$ cat config.mk
export PLATFORM = sky130hd
export DESIGN_NAME = busClearGen
export DESIGN_NICKNAME = d
export VERILOG_FILES = /design/src/rtl/bcg_pkg.sv /design/src/rtl/busClearPath.sv /design/src/rtl/busClearCtrl.sv /design/src/rtl/busClearGen.sv
export SDC_FILE = /design/constraint.sdc
export NUM_CORES = 1
export LEC_CHECK = 0
export ABC_AREA = 1
export BUFFER_PORTS_ARGS = -buffer_cell sky130_fd_sc_hd__buf_2
export CORE_MARGIN = 5
export CORE_UTILIZATION = 50
export DETAILED_ROUTE_END_ITERATION = 12
export MAX_ROUTING_LAYER = met4
export PLACE_DENSITY_LB_ADDON = 0.05
export SLEW_MARGIN = 25
export SYNTH_ARGS = -nofsm -noshare
export SYNTH_HDL_FRONTEND = slang
export SYNTH_SLANG_ARGS = --single-unit
$ cat constraint.sdc
create_clock -name clk -period 3.1 [get_ports clk]
set_clock_uncertainty 0.1 [all_clocks]
set_input_delay 0.465 -clock clk [delete_from_list [all_inputs] [get_ports clk]]
set_output_delay 0.465 -clock clk [all_outputs]
set_load 0.01 [all_outputs]
$ cat src/rtl/bcg_pkg.sv
package bcg_pkg;
  typedef enum logic [1:0] {
    PH_IDLE = 2'd0,
    PH_LOW  = 2'd1,
    PH_HIGH = 2'd2
  } phase_e;

  // Strobes from the sequencer to the timing datapath
  typedef struct packed {
    logic loadWidths;  // capture width settings into active lengths
    logic clearCnt;    // restart the phase counter
    logic countEn;     // advance the phase counter
    logic selHigh;     // compare against the high-phase length
  } pathCtl_t;
endpackage

$ cat src/rtl/busClearPath.sv
module busClearPath
  import bcg_pkg::*;
#(
  parameter int WBITS = 7,
  parameter logic [WBITS-1:0] HIGH_RST = 7'h2D,
  parameter logic [WBITS-1:0] LOW_RST  = 7'h37
) (
  input  logic             clk,
  input  logic             rstN,
  input  pathCtl_t         ctl,
  input  logic             widthWrHigh,
  input  logic             widthWrLow,
  input  logic [WBITS-1:0] widthWrData,
  output logic             phaseDone
);
  localparam int LBITS = WBITS + 4;

  logic [WBITS-1:0] widthHighQ, widthLowQ;
  logic [LBITS-1:0] lenHighQ, lenLowQ, curLen, cnt;

  function automatic logic [LBITS-1:0] lenOf(input logic [WBITS-1:0] w);
    return LBITS'({w, 3'b000}) + LBITS'(16);
  endfunction

  // Software-visible width settings
  always_ff @(posedge clk or negedge rstN) begin
    if (!rstN) begin
      widthHighQ <= HIGH_RST;
      widthLowQ  <= LOW_RST;
    end else begin
      if (widthWrHigh) widthHighQ <= widthWrData;
      if (widthWrLow)  widthLowQ  <= widthWrData;
    end
  end

  // Active lengths, frozen for one burst
  always_ff @(posedge clk or negedge rstN) begin
    if (!rstN) begin
      lenHighQ <= '0;
      lenLowQ  <= '0;
    end else if (ctl.loadWidths) begin
      lenHighQ <= lenOf(widthHighQ);
      lenLowQ  <= lenOf(widthLowQ);
    end
  end

  assign curLen    = ctl.selHigh ? lenHighQ : lenLowQ;
  assign phaseDone = ctl.countEn && (cnt == curLen - LBITS'(1));

  always_ff @(posedge clk or negedge rstN) begin
    if (!rstN)            cnt <= '0;
    else if (ctl.clearCnt) cnt <= '0;
    else if (ctl.countEn)  cnt <= cnt + LBITS'(1);
  end

  // the phase counter never runs past the active length
  cnt_range_chk: assert property (@(posedge clk) disable iff (!rstN)
    ctl.countEn |-> (cnt < curLen));


  len_frozen_chk: assert property (@(posedge clk) disable iff (!rstN)
    (ctl.countEn && !ctl.loadWidths) |=> ($stable(lenHighQ) && $stable(lenLowQ)));
endmodule

$ cat src/rtl/busClearCtrl.sv
module busClearCtrl
  import bcg_pkg::*;
#(
  parameter int PULSES = 16
) (
  input  logic     clk,
  input  logic     rstN,
  input  logic     startReq,
  input  logic     phaseDone,
  output pathCtl_t ctl,
  output logic     sclLow,
  output logic     busy,
  output logic     done
);
  localparam int PBITS = (PULSES > 1) ? $clog2(PULSES) : 1;

  phase_e           state, stateNext;
  logic [PBITS-1:0] pulseCnt;
  logic             lastPulse, finish;

  assign lastPulse = (pulseCnt == PBITS'(PULSES - 1));
  assign finish    = (state == PH_HIGH) && phaseDone && lastPulse;

  always_comb begin
    stateNext      = state;
    ctl            = '0;
    ctl.countEn    = (state != PH_IDLE);
    ctl.selHigh    = (state == PH_HIGH);
    unique case (state)
      PH_IDLE: if (startReq) begin
        stateNext      = PH_LOW;
        ctl.loadWidths = 1'b1;
        ctl.clearCnt   = 1'b1;
      end
      PH_LOW: if (phaseDone) begin
        stateNext    = PH_HIGH;
        ctl.clearCnt = 1'b1;
      end
      PH_HIGH: if (phaseDone) begin
        stateNext    = lastPulse ? PH_IDLE : PH_LOW;
        ctl.clearCnt = 1'b1;
      end
      default: stateNext = PH_IDLE;
    endcase
  end

  always_ff @(posedge clk or negedge rstN) begin
    if (!rstN) begin
      state    <= PH_IDLE;
      pulseCnt <= '0;
      done     <= 1'b0;
    end else begin
      state <= stateNext;
      done  <= finish;
      if (state == PH_IDLE)
        pulseCnt <= '0;
      else if (state == PH_HIGH && phaseDone)
        pulseCnt <= pulseCnt + PBITS'(1);
    end
  end

  assign sclLow = (state == PH_LOW);
  assign busy   = (state != PH_IDLE);


  done_single_chk: assert property (@(posedge clk) disable iff (!rstN)
    done |=> !done);


  done_at_end_chk: assert property (@(posedge clk) disable iff (!rstN)
    done |-> ($fell(busy) && $past(lastPulse)));


  busy_ignore_chk: assert property (@(posedge clk) disable iff (!rstN)
    (busy && startReq && !phaseDone) |=> (busy && $stable(pulseCnt)));


  start_low_chk: assert property (@(posedge clk) disable iff (!rstN)
    (!busy && startReq) |=> sclLow);
endmodule

$ cat src/rtl/busClearGen.sv
module busClearGen
  import bcg_pkg::*;
#(
  parameter int WBITS  = 7,
  parameter int PULSES = 16,
  parameter logic [WBITS-1:0] HIGH_RST = 7'h2D,
  parameter logic [WBITS-1:0] LOW_RST  = 7'h37
) (
  input  logic             clk,
  input  logic             rstN,
  input  logic             reqWr,
  input  logic             reqBit,
  input  logic             widthWrHigh,
  input  logic             widthWrLow,
  input  logic [WBITS-1:0] widthWrData,
  output logic             sclDriveLow,
  output logic             sdaDriveLow,
  output logic             busy,
  output logic             done
);
  pathCtl_t ctl;
  logic     phaseDone;

  busClearCtrl #(.PULSES(PULSES)) uCtrl (
    .clk       (clk),
    .rstN      (rstN),
    .startReq  (reqWr && reqBit),
    .phaseDone (phaseDone),
    .ctl       (ctl),
    .sclLow    (sclDriveLow),
    .busy      (busy),
    .done      (done)
  );

  busClearPath #(.WBITS(WBITS), .HIGH_RST(HIGH_RST), .LOW_RST(LOW_RST)) uPath (
    .clk         (clk),
    .rstN        (rstN),
    .ctl         (ctl),
    .widthWrHigh (widthWrHigh),
    .widthWrLow  (widthWrLow),
    .widthWrData (widthWrData),
    .phaseDone   (phaseDone)
  );

  assign sdaDriveLow = 1'b0;


  scl_needs_busy_chk: assert property (@(posedge clk) disable iff (!rstN)
    sclDriveLow |-> busy);


  zero_write_chk: assert property (@(posedge clk) disable iff (!rstN)
    (!busy && reqWr && !reqBit) |=> !busy);
endmodule

==> results of run 1 <==
[per-layer routing]
metal  global-route usage  up-vias  wire length (µm)
met5                    -        -                 0
met4               0.0524        0                93
met3               0.0285        9               147
met2                0.284       25              2680
met1                0.253     1049              3080
li1                     -     1173                 -
[cell type report]
type	instances	area [µm²]	area share
Multi-Input combinational cell	255	1460	0.466
Sequential cell	48	1210	0.389
Inverter	44	168	0.0537
Timing Repair Buffer	20	115	0.0369
Tap cell	72	90.1	0.0289
Clock buffer	8	80.1	0.0257
[registers in the layout (all words and copies together) (netlist names)]
signal and cells:
uCtrl.done 1, uCtrl.pulseCnt 4, uCtrl.state 2, uPath.cnt 11, uPath.lenHighQ 8, uPath.lenLowQ 8, uPath.widthHighQ 7, uPath.widthLowQ 7
[per-stage QoR]
| stage | cell area, µm² | total power, mW |
|---|---|---|
| floorplan | 2930 | 1.96 |
| detailed placement | 3040 | 2.23 |
| global placement | 3040 | 2.21 |
| CTS | 3120 | 2.60 |
| finish | 3120 | 2.58 |
| global route | 3120 | 2.83 |
[cell usage after synthesis, drive strengths merged]
cell and n:
a21o 1, conb 1, o31ai 1, ha 9
nand3b 1, nand2 118, dfstp 9, dfrtp 39
nand3 29, xnor2 3, mux2 2, clkbuf 6
buf 8, nor2 15, nor4 2, nor3 5
o21ai 32, or2 1, a31oi 1, nand4 7
a21oi 13, inv 44, mux2i 1, xor2 13
[worst max-delay path by stage]
stage / endpoint / slack (ns) / depth (start not counted)
2_1_floorplan: uPath.cnt[10] / 0.70 / 19
5_1_grt: uPath.cnt[0] / 0.06 / 17
6_report: uPath.cnt[0] / 0.40 / 17
4_1_cts: uPath.cnt[0] / 0.22 / 14
3_3_place_gp: uPath.cnt[0] / 0.34 / 17
3_5_place_dp: uPath.cnt[0] / 0.22 / 14
[cells by family (layout without fill, tap and decap cells)]
kind of cell,count (synthesis),count (layout)
flip-flops,48,48
XOR/XNOR,16,16
multiplexers,3,3
AO/OA/AOI/OAI,48,48
other,1,1
adder cells (fa/ha/maj),9,9
buffers and inverters,58,72
AND/OR/NAND/NOR,178,178
[power by group through the flow]
stage | Clock (mW) | Combinational (mW) | Sequential [mW]
global placement | 0 | 1.29 | 0.911
detailed placement | 0 | 1.31 | 0.918
finish | 0.360 | 1.31 | 0.907
floorplan | 0 | 1.07 | 0.887
CTS | 0.372 | 1.32 | 0.906
global route | 0.400 | 1.50 | 0.928
==> flow_summary_export.csv, run 1 <==
group,metric,value,unit
power_and_ir_drop,p_comb_frac,0.509,
critical_path,worstPathMaxFanout,11,
synth,synth_cell_types,39,
cts,htreeDepth,2,
critical_path,rr_startpoint,"uCtrl.state[0]",
place,hpwl,4590,µm
place,io_buffers,15,
sta,fmaxAchievable,0.370,GHz
place,dp_slack,0.225,ns
floorplan,initial_core_util,0.522,
routing,routed_wl,6010,µm
power_and_ir_drop,vdd_ir_drop_max,417,µV
cts,ctsHoldBuffers,0,
final_layout,syn2layout_area_growth,6.63,%
final_layout,layout_commonest_cell,"nand2_1",
power_and_ir_drop,sw_frac_of_total,0.455,
cts,root_buffer,"clkbuf_8",
critical_path,r2r.worst_path.cells,17,
synth,netlist_instances,361,
floorplan,fp-row-count,27,
floorplan,dieArea,0.00748,mm²
power_and_ir_drop,powerDensity,827,mW/mm²
sta,setup_tns,0,ns
floorplan,die_h,86.5,µm
critical_path,worst-r2r-setup-slack,0.40,ns
routing,drc,0,
synth,synth_xor_area_frac,0.0479,
sta,slew_viol_final,0,
cts,insertion_delay,0.30,ns
place,place.gp.congestion,0.841,
critical_path,crit_chain,"inv_1, ha_2, inv_4, nand2_1, nand2_2, ha_1, inv_1, nand2_1, nand2_1, nor2_1, nand3_1, nor2_2, nand2_2, nor2_4, nand4_2, nand2_2, a21oi_1",
synth,synth_top_area_share,0.333,
sta,worst_slack,0.399,ns
cts,cts_setup_buffers,0,
final_layout,drive_gt1_frac,0.203,
power_and_ir_drop,pwr-share-clk,0.140,
synth,synthTopCellsByArea,"dfrtp_1 (33%), nand2_1 (13%), dfstp_2 (8.1%)",
synth,synth-seq-cells,48,
sta,rsz0062_at_grt,"no",
run_status,outcome,"complete, no violations",
final_layout,final_nets,396,
routing,wl_per_cell,13.4,µm
critical_path,path_buf_inv,3,
synth,yosys.area_share.simple,0.298,
sta,worst_pin_slew,0.607,ns
min_path,hp-class,"in -> async",
routing,vias_per_cell,5.05,
sta,holdWs,0.0767,ns
critical_path,startpoint,"uCtrl.state[0]",
cts,clock_path_buffers,2,
critical_path,path_class,"reg -> reg",
synth,synthAdderAreaFrac,0.0385,
cts,cts.sinks,48,
sta,timing.slew.headroom,0.596,
final_layout,num_antenna_cells,0,
critical_path,cp.arrival,2.77,ns
critical_path,worstSetupStartpointType,"flip-flop",
final_layout,fillerInstances,565,
critical_path,cpPeakStageDelay,0.42,ns
cts,numCtsBuffers,5,
sta,finalSetupViolCount,0,
critical_path,crit_path_end_kind,"flip-flop",
synth,yosysSeqAreaShare,0.414,
power_and_ir_drop,p_int,1.41,mW
synth,synth_warnings,0,
flow_run,max_cap_viol_count,0,
global_routing,grtUsageTotal,0.184,
global_routing,grt_pass1_vias,2246,
sta,post-route-period-util,0.871,
critical_path,worst_path_max_delay_cell,"dfrtp_1",
synth,syn-cell-area,0.00293,mm²
synth,synth_mux_area_frac,0.0111,
synth,syn_avg_cell_area,8.11,µm²
synth,synth_compound_area_frac,0.0983,
sta,hold_viol_final,0,
place,dp_cells,439,
synth,synth_nets,383,
cts,post_cts_resized,0,
floorplan,die_width,86.5,µm
critical_path,cp_top_family,"simple AND/OR/NAND/NOR gates",
floorplan,core_area,0.00561,mm²
critical_path,critical_path_required,3.17,ns
synth,synth_area_leader_cell,"dfrtp_1",
cts,clkTransAtPathRegs,0.09,ns
sta,period_needed,2.70,ns
global_routing,grt_pass1_wl,10500,µm
power_and_ir_drop,power_leakage,1.50,nW
final_layout,final_cell_mix,"nand2_1 (105), inv_1 (42), dfrtp_1 (39), o21ai_0 (29), nand3_1 (28)",
routing,ant_nets,0,
critical_path,reg2reg_to,"uPath.cnt[0]",
global_routing,grt_max_degree,49,
cts,tritoncts,"done",
global_routing,antenna_found_initial,0,
synth,synth_top_family_by_area,"simple AND/OR/NAND/NOR gates",
global_routing,overflow,0,
power_and_ir_drop,power_frac_seq,0.351,
routing,num_vias,2256,
final_layout,final_core_util,0.556,
floorplan,num_io_pins,17,
power_and_ir_drop,power_switching,1.17,mW
final_layout,fin_cells,447,
routing,dr.first_iter.drc_count,107,
routing,drt_first_pass_iters,4,
Power figures use the tool's default switching activity.
==> run 2, diff against run 1 <==
- PLACE_DENSITY: unset -> 0.75
- PLACE_DENSITY_LB_ADDON: 0.05 -> unset
- SYNTH_HIERARCHICAL: unset -> 1
- clock period: 3.1 -> 3.3 ns (I/O delays scaled with it)
==> flow_summary_export.csv, run 2 <==
group,metric,value,unit
routing,dr_wl_met2,2860,µm
sta,fmaxAchievable,0.323,GHz
floorplan,dieArea,0.00722,mm²
critical_path,cp.arrival,3.21,ns
synth,ys_top_cells_by_count,"nand2_1 (123), inv_1 (56), dfrtp_1 (39), o21ai_0 (32), nor2_1 (26)",
critical_path,reg2reg_to,"uPath/cnt[9]",
synth,syn_avg_cell_area,7.36,µm²
final_layout,drive_gt1_frac,0.187,
synth,yosysMostFrequentCell,"nand2_1",
flow_run,max_cap_viol_count,0,
routing,wl_per_cell,12.1,µm
cts,clock_path_buffers,2,
routing,num_vias,2404,
cts,clkTransAtPathRegs,0.09,ns
critical_path,worst-r2r-setup-slack,0.20,ns
power_and_ir_drop,sw_frac_of_total,0.426,
cts,root_buffer,"clkbuf_8",
power_and_ir_drop,power_frac_seq,0.362,
cts,cts.sinks,48,
final_layout,layout_commonest_cell,"nand2_1",
final_layout,final_cell_mix,"nand2_1 (116), inv_1 (55), dfrtp_1 (39), o21ai_0 (32), nor2_1 (24)",
cts,numCtsBuffers,5,
routing,routed_wl,5790,µm
synth,synth-async-reset-ratio,1.00,
place,postPlaceCellArea,0.00296,mm²
sta,holdWs,0.0900,ns
synth,synth-seq-cells,48,
sta,worst_pin_slew,0.590,ns
sta,finalSetupViolCount,0,
power_and_ir_drop,power_switching,1.01,mW
final_layout,multi_input_area,0.00139,mm²
synth,synth_nets,405,
final_layout,final_nets,429,
routing,vias_per_cell,5.02,
routing,dr.first_iter.drc_count,220,
synth,netlist_instances,382,
critical_path,path_class,"reg -> reg",
power_and_ir_drop,vdd_ir_drop_max,393,µV
synth,yosysSeqAreaShare,0.431,
critical_path,r2r.worst_path.cells,27,
synth,synthTopCellsByArea,"dfrtp_1 (35%), nand2_1 (16%), dfstp_2 (8.4%)",
place,hpwl,4340,µm
final_layout,regArea,0.00121,mm²
final_layout,syn2layout_area_growth,13.0,%
floorplan,core_area,0.00547,mm²
power_and_ir_drop,p_int,1.35,mW
power_and_ir_drop,power_leakage,1.59,nW
cts,insertion_delay,0.30,ns
critical_path,worstPathMaxFanout,6,
final_layout,num_antenna_cells,0,
global_routing,grtUsageTotal,0.171,
power_and_ir_drop,pwr-share-clk,0.157,
critical_path,critical_path_required,3.41,ns
final_layout,largest_registers,"uPath/cnt (11), uPath/lenHighQ (8), uPath/lenLowQ (8)",
routing,top_layer_used,"met4",
cts,tritoncts,"done",
power_and_ir_drop,p_comb_frac,0.480,
floorplan,fp-row-count,27,
routing,wirelength_met1,2670,µm
min_path,hp-class,"in -> async",
floorplan,die_h,85.0,µm
global_routing,antenna_found_initial,0,
final_layout,stdcell_area,0.00318,mm²
run_status,outcome,"complete, no violations",
synth,synth_top_area_share,0.347,
sta,post-route-period-util,0.939,
power_and_ir_drop,powerDensity,742,mW/mm²
floorplan,num_io_pins,17,
place,place.gp.congestion,0.899,
synth,syn-cell-area,0.00281,mm²
routing,drt_first_pass_iters,4,
critical_path,startpoint,"uCtrl/state[0]",
final_layout,fillerInstances,522,
synth,synth_cell_types,28,
sta,timing.slew.headroom,0.607,
final_layout,largest_reg_flops,11,
global_routing,overflow,0,
cts,htreeDepth,2,
sta,slew_viol_final,0,
global_routing,grt_max_degree,49,
cts,ctsHoldBuffers,0,
synth,synth_warnings,6,
routing,ant_nets,0,
sta,period_needed,3.10,ns
critical_path,worstSetupStartpointType,"flip-flop",
critical_path,crit_path_end_kind,"flip-flop",
routing,wl_met3,187,µm
synth,synth-edff-count,0,
floorplan,initial_core_util,0.514,
global_routing,grt_pass1_vias,2284,
floorplan,die_width,85.0,µm
sta,hold_viol_final,0,
final_layout,regMostFlops,"uPath/cnt",
critical_path,rr_startpoint,"uCtrl/state[0]",
place,io_buffers,15,
critical_path,crit_end,"uPath/cnt[9]",
synth,synth_area_leader_cell,"dfrtp_1",
synth,ys.flop_type,"dfrtp_1",
global_routing,grt_pass1_wl,9910,µm
routing,drc,0,
## run 2: cell count changes in the layout (fill, tap and decap cells not counted), moves of 3 or more
| cell | previous run | this run |
|---|---|---|
| a21oi_1 | 2 | 6 |
| a21oi_2 | 11 | 1 |
| buf_4 | 6 | 13 |
| clkbuf_1 | 3 | 0 |
| inv_1 | 42 | 55 |
| nand2_1 | 105 | 116 |
| nand3_1 | 28 | 23 |
| nor2_1 | 7 | 24 |
| nor3_1 | 4 | 10 |
| o21ai_0 | 29 | 32 |
| o22ai_1 | 0 | 3 |
| xor2_1 | 13 | 6 |
## run 2: kinds of logic (layout without fill, tap and decap cells)
| group | count (synthesis) | in the layout | share of synthesized area |
|---|---|---|---|
| buffers and inverters | 67 | 92 | 0.102 |
| adder cells (fa/ha/maj) | 10 | 10 | 0.0445 |
| AO/OA/AOI/OAI | 46 | 46 | 0.0854 |
| other | 1 | 1 | 0.00133 |
| XOR/XNOR | 7 | 7 | 0.0218 |
| flip-flops | 48 | 48 | 0.431 |
| multiplexers | 3 | 3 | 0.0120 |
| AND/OR/NAND/NOR | 200 | 200 | 0.302 |
## run 2: worst max-delay path, cell delays in order, from the launching register on
cell and delay, ns:
dfrtp_1 0.41, inv_2 0.08, ha_4 0.20, inv_8 0.06, nand2_1 0.05, nand2_2 0.10, ha_4 0.16, inv_1 0.05
nand2_1 0.07, nand2_1 0.06, nand2_1 0.07, nand3_1 0.08, nor2_1 0.11, nand2_1 0.06, inv_1 0.06, nand3_2 0.08
nor2_4 0.13, nand2_1 0.07, a21oi_2 0.19, nor2_4 0.07, nor2_4 0.12, nand2_1 0.07, nor2_2 0.15, nand2_2 0.07
nor2_1 0.10, nand2_1 0.07, nor2_1 0.10, nor2_1 0.05
## run 2: repair_timing
action                     CTS  global route
setup endpoints to repair    2             5
resized for setup            1            19
buffers inserted             0             7
pin swaps                    0            15
## run 2: layout make-up
| type | instances | share of cell area |
|---|---|---|
| clock buffer | 6 | 0.0260 |
| timing repair buffer | 27 | 0.0528 |
| clock inverter | 2 | 0.00472 |
| sequential | 48 | 0.381 |
| tap | 72 | 0.0283 |
| inverter | 57 | 0.0697 |
| multi-input combinational | 267 | 0.437 |
## run 2: power groups by stage
stage	registers, mW	logic (mW)	clock network, mW
5_1_grt	0.875	1.28	0.412
2_1_floorplan	0.829	0.796	0
3_5_place_dp	0.864	0.979	0
4_1_cts	0.853	0.987	0.381
6_report	0.855	1.13	0.371
3_3_place_gp	0.859	0.960	0
## run 2: how the worst min path moves through the flow
| stage | start | to | slack (ns) |
|---|---|---|---|
| after global routing | rstN | uPath/lenHighQ[9] | 0.13 |
| after CTS | rstN | uPath/lenHighQ[9] | 0.11 |
| after global placement | uPath/lenHighQ[10] | uPath/lenHighQ[10] | 0.37 |
| final | rstN | uPath/lenHighQ[9] | 0.09 |
| after floorplan | rstN | uCtrl/done | 0.1 |
| after detailed placement | uPath/lenHighQ[10] | uPath/lenHighQ[10] | 0.38 |
## run 2: through the flow
stage                     worst slack [ns]  cells  total power [mW]  utilization  setup TNS [ns]
final                                0.202    479              2.36        0.581               0
after detailed placement           -0.0450    465              1.84        0.541         -0.0644
after global placement               0.104    465              1.82        0.540               0
after CTS                           0.0371    473              2.22        0.559               0
after global routing               -0.0493    479              2.57        0.581         -0.0493
after floorplan                     0.0524    382              1.63            -               0
## run 2: metal layers
layer | vias to the layer above | track usage
li1 | 1239 | -
met1 | 1126 | 0.218
met2 | 33 | 0.283
met3 | 6 | 0.0233
met4 | 0 | 0.0475
met5 | - | -
==> run 3, diff against run 2 <==
- ABC_AREA: 1 -> unset
==> flow_summary_export.csv, run 3 <==
group,metric,value,unit
run_status,outcome,"complete, no violations",
sta,rsz0062_at_grt,"no",
synth,synthTopCellsByArea,"dfrtp_1 (39%), dfstp_2 (9.3%), mux2_2 (8.4%)",
power_and_ir_drop,vdd_ir_drop_max,273,µV
synth,syn-cell-area,0.00253,mm²
critical_path,reg2reg_to,"uCtrl/pulseCnt[3]",
critical_path,cp.arrival,3.23,ns
global_routing,grt_max_degree,29,
routing,drc,0,
critical_path,worstPathMaxFanout,5,
place,io_buffers,15,
final_layout,syn2layout_area_growth,12.9,%
critical_path,worst_path_max_delay_cell,"or4_1",
synth,ys_top_cells_by_count,"dfrtp_1 (39), nor2_1 (28), mux2_2 (19), xor2_1 (19), nand3_1 (14)",
global_routing,grtUsageTotal,0.154,
synth,netlist_instances,232,
floorplan,die_width,81.2,µm
cts,root_buffer,"clkbuf_8",
final_layout,final_nets,276,
synth,synth_top_area_share,0.385,
critical_path,cpPeakStageDelay,0.53,ns
final_layout,final_cell_mix,"dfrtp_1 (39), nor2_1 (28), xor2_1 (19), mux2_2 (19), buf_2 (15)",
cts,cts.sinks,48,
critical_path,critical_path_required,3.44,ns
cts,tritoncts,"done",
synth,synth-edff-count,0,
synth,yosysMostFrequentCell,"dfrtp_1",
sta,slew_viol_final,0,
floorplan,core_area,0.00501,mm²
synth,synth_warnings,6,
critical_path,worst-r2r-setup-slack,0.22,ns
synth,synth-async-reset-ratio,1.00,
synth,ys.flop_type,"dfrtp_1",
floorplan,fp-row-count,26,
final_layout,num_antenna_cells,0,
place,place.gp.congestion,0.778,
final_layout,drive_gt1_frac,0.276,
critical_path,rr_startpoint,"uCtrl/state[0]",
synth,syn_avg_cell_area,10.9,µm²
cts,insertion_delay,0.30,ns
synth,yosysSeqAreaShare,0.479,
floorplan,dieArea,0.00659,mm²
power_and_ir_drop,power_leakage,1.28,nW
critical_path,r2r.worst_path.cells,11,
cts,htreeDepth,2,
synth,synth_cell_types,40,
synth,synth-seq-cells,48,
cts,clock_path_buffers,2,
cts,clkTransAtPathRegs,0.09,ns
routing,ant_nets,0,
sta,finalSetupViolCount,0,
routing,dr.first_iter.drc_count,81,
place,dp_cells,315,
routing,routed_wl,4240,µm
sta,setup_tns,0,ns
final_layout,largest_reg_flops,11,
critical_path,crit_chain,"inv_1, ha_2, mux2i_2, ha_1, xor2_1, nand3_1, or4_1, nor4_4, nand2_2, or4_1, nand2_1",
power_and_ir_drop,powerDensity,376,mW/mm²
final_layout,fillerInstances,458,
floorplan,num_io_pins,17,
floorplan,die_h,81.2,µm
critical_path,worstSetupStartpointType,"flip-flop",
critical_path,cpMostUsedCell,"or4_1",
sta,hold_viol_final,0,
floorplan,initial_core_util,0.505,
critical_path,crit_path_end_kind,"flip-flop",
cts,numCtsBuffers,5,
critical_path,path_class,"reg -> reg",
min_path,hp-class,"in -> async",
place,hpwl,3200,µm
final_layout,fin_cells,324,
global_routing,overflow,0,
final_layout,largest_registers,"uPath/cnt (11), uPath/lenHighQ (8), uPath/lenLowQ (8)",
flow_run,max_cap_viol_count,0,
final_layout,regMostFlops,"uPath/cnt",
sta,timing.slew.headroom,0.663,
sta,period_needed,3.08,ns
sta,post-route-period-util,0.935,
routing,drt_first_pass_iters,4,
global_routing,antenna_found_initial,0,
sta,worst_pin_slew,0.505,ns
routing,num_vias,1649,
synth,synth_area_leader_cell,"dfrtp_1",
sta,fmaxAchievable,0.324,GHz
routing,vias_per_cell,5.09,
synth,synth_nets,255,
final_layout,layout_commonest_cell,"dfrtp_1",
global_routing,grt_pass1_wl,7520,µm
routing,wl_per_cell,13.1,µm
global_routing,grt_pass1_vias,1685,
run 3: metrics by stage:
stage	power [mW]	setup WS, ns	hold slack (ns)	util	instance area (µm²)
floorplan	0.679	0.0449	0.0994	-	2550
global placement	0.706	0.257	0.406	0.542	2720
detailed placement	0.710	0.196	0.391	0.546	2740
CTS	1.09	0.137	0.0511	0.566	2840
global route	1.13	0.0252	0.0710	0.571	2860
finish	1.07	0.215	0.0482	0.571	2860
run 3: per-layer routing:
metal | up-vias | track usage | part of all wire
met2 | 18 | 0.248 | 0.47
met5 | - | - | 0
li1 | 835 | - | -
met3 | 6 | 0.0366 | 0.026
met1 | 790 | 0.189 | 0.49
met4 | 0 | 0.0557 | 0.017
run 3: critical path: cells and delay by family (launching register included):
family | cells | cell delay, ns
mux | 1 | 0.25
fa+ha+maj | 2 | 0.53
xor+xnor | 1 | 0.13
simple gates | 6 | 1.48
buf+inv | 1 | 0.11
flops | 1 | 0.43
run 3: power by group:
part           internal [mW]  switching (mW)  leakage [nW]
clock network          0.175           0.201        0.0522
registers              0.614          0.0164         0.592
logic                 0.0357          0.0320         0.634
run 3: what timing repair did:
action | 4_1_cts | 5_1_grt
resized for setup | 0 | 4
setup endpoints to repair | 0 | 12
hold endpoints to repair | 0 | 0
hold buffers | 0 | 0
setup buffers | 0 | 1
run 3: cell type report:
class,instances,area [µm²],area share
clock buffer,6,82.6,0.0289
sequential,48,1210,0.424
multi-input combinational,166,1270,0.443
inverter,7,26.3,0.00919
clock inverter,2,17.5,0.00613
tap,70,87.6,0.0306
timing repair buffer,25,166,0.0582
run 3: how the worst max path moves through the flow:
stage,from,to,slack [ns]
6_report,uCtrl/state[0],uCtrl/pulseCnt[3],0.22
5_1_grt,uCtrl/state[0],uCtrl/pulseCnt[3],0.03
4_1_cts,uCtrl/state[0],uCtrl/pulseCnt[3],0.14
3_5_place_dp,uCtrl/state[0],uCtrl/pulseCnt[3],0.20
3_3_place_gp,uCtrl/state[0],uCtrl/pulseCnt[3],0.26
2_1_floorplan,uCtrl/state[0],uCtrl/pulseCnt[3],0.04
run 3: cells by family (layout without fill, tap and decap cells):
kind of cell    count (synthesis)  count (layout)  synth area share
flops                          48              48             0.479
other cells                     1               1           0.00148
fa+ha+maj                      10              10            0.0494
mux                            31              31             0.132
simple gates                   70              70             0.136
buf+inv                        18              40            0.0331
xor+xnor                       33              33             0.117
compound gates                 21              21            0.0524
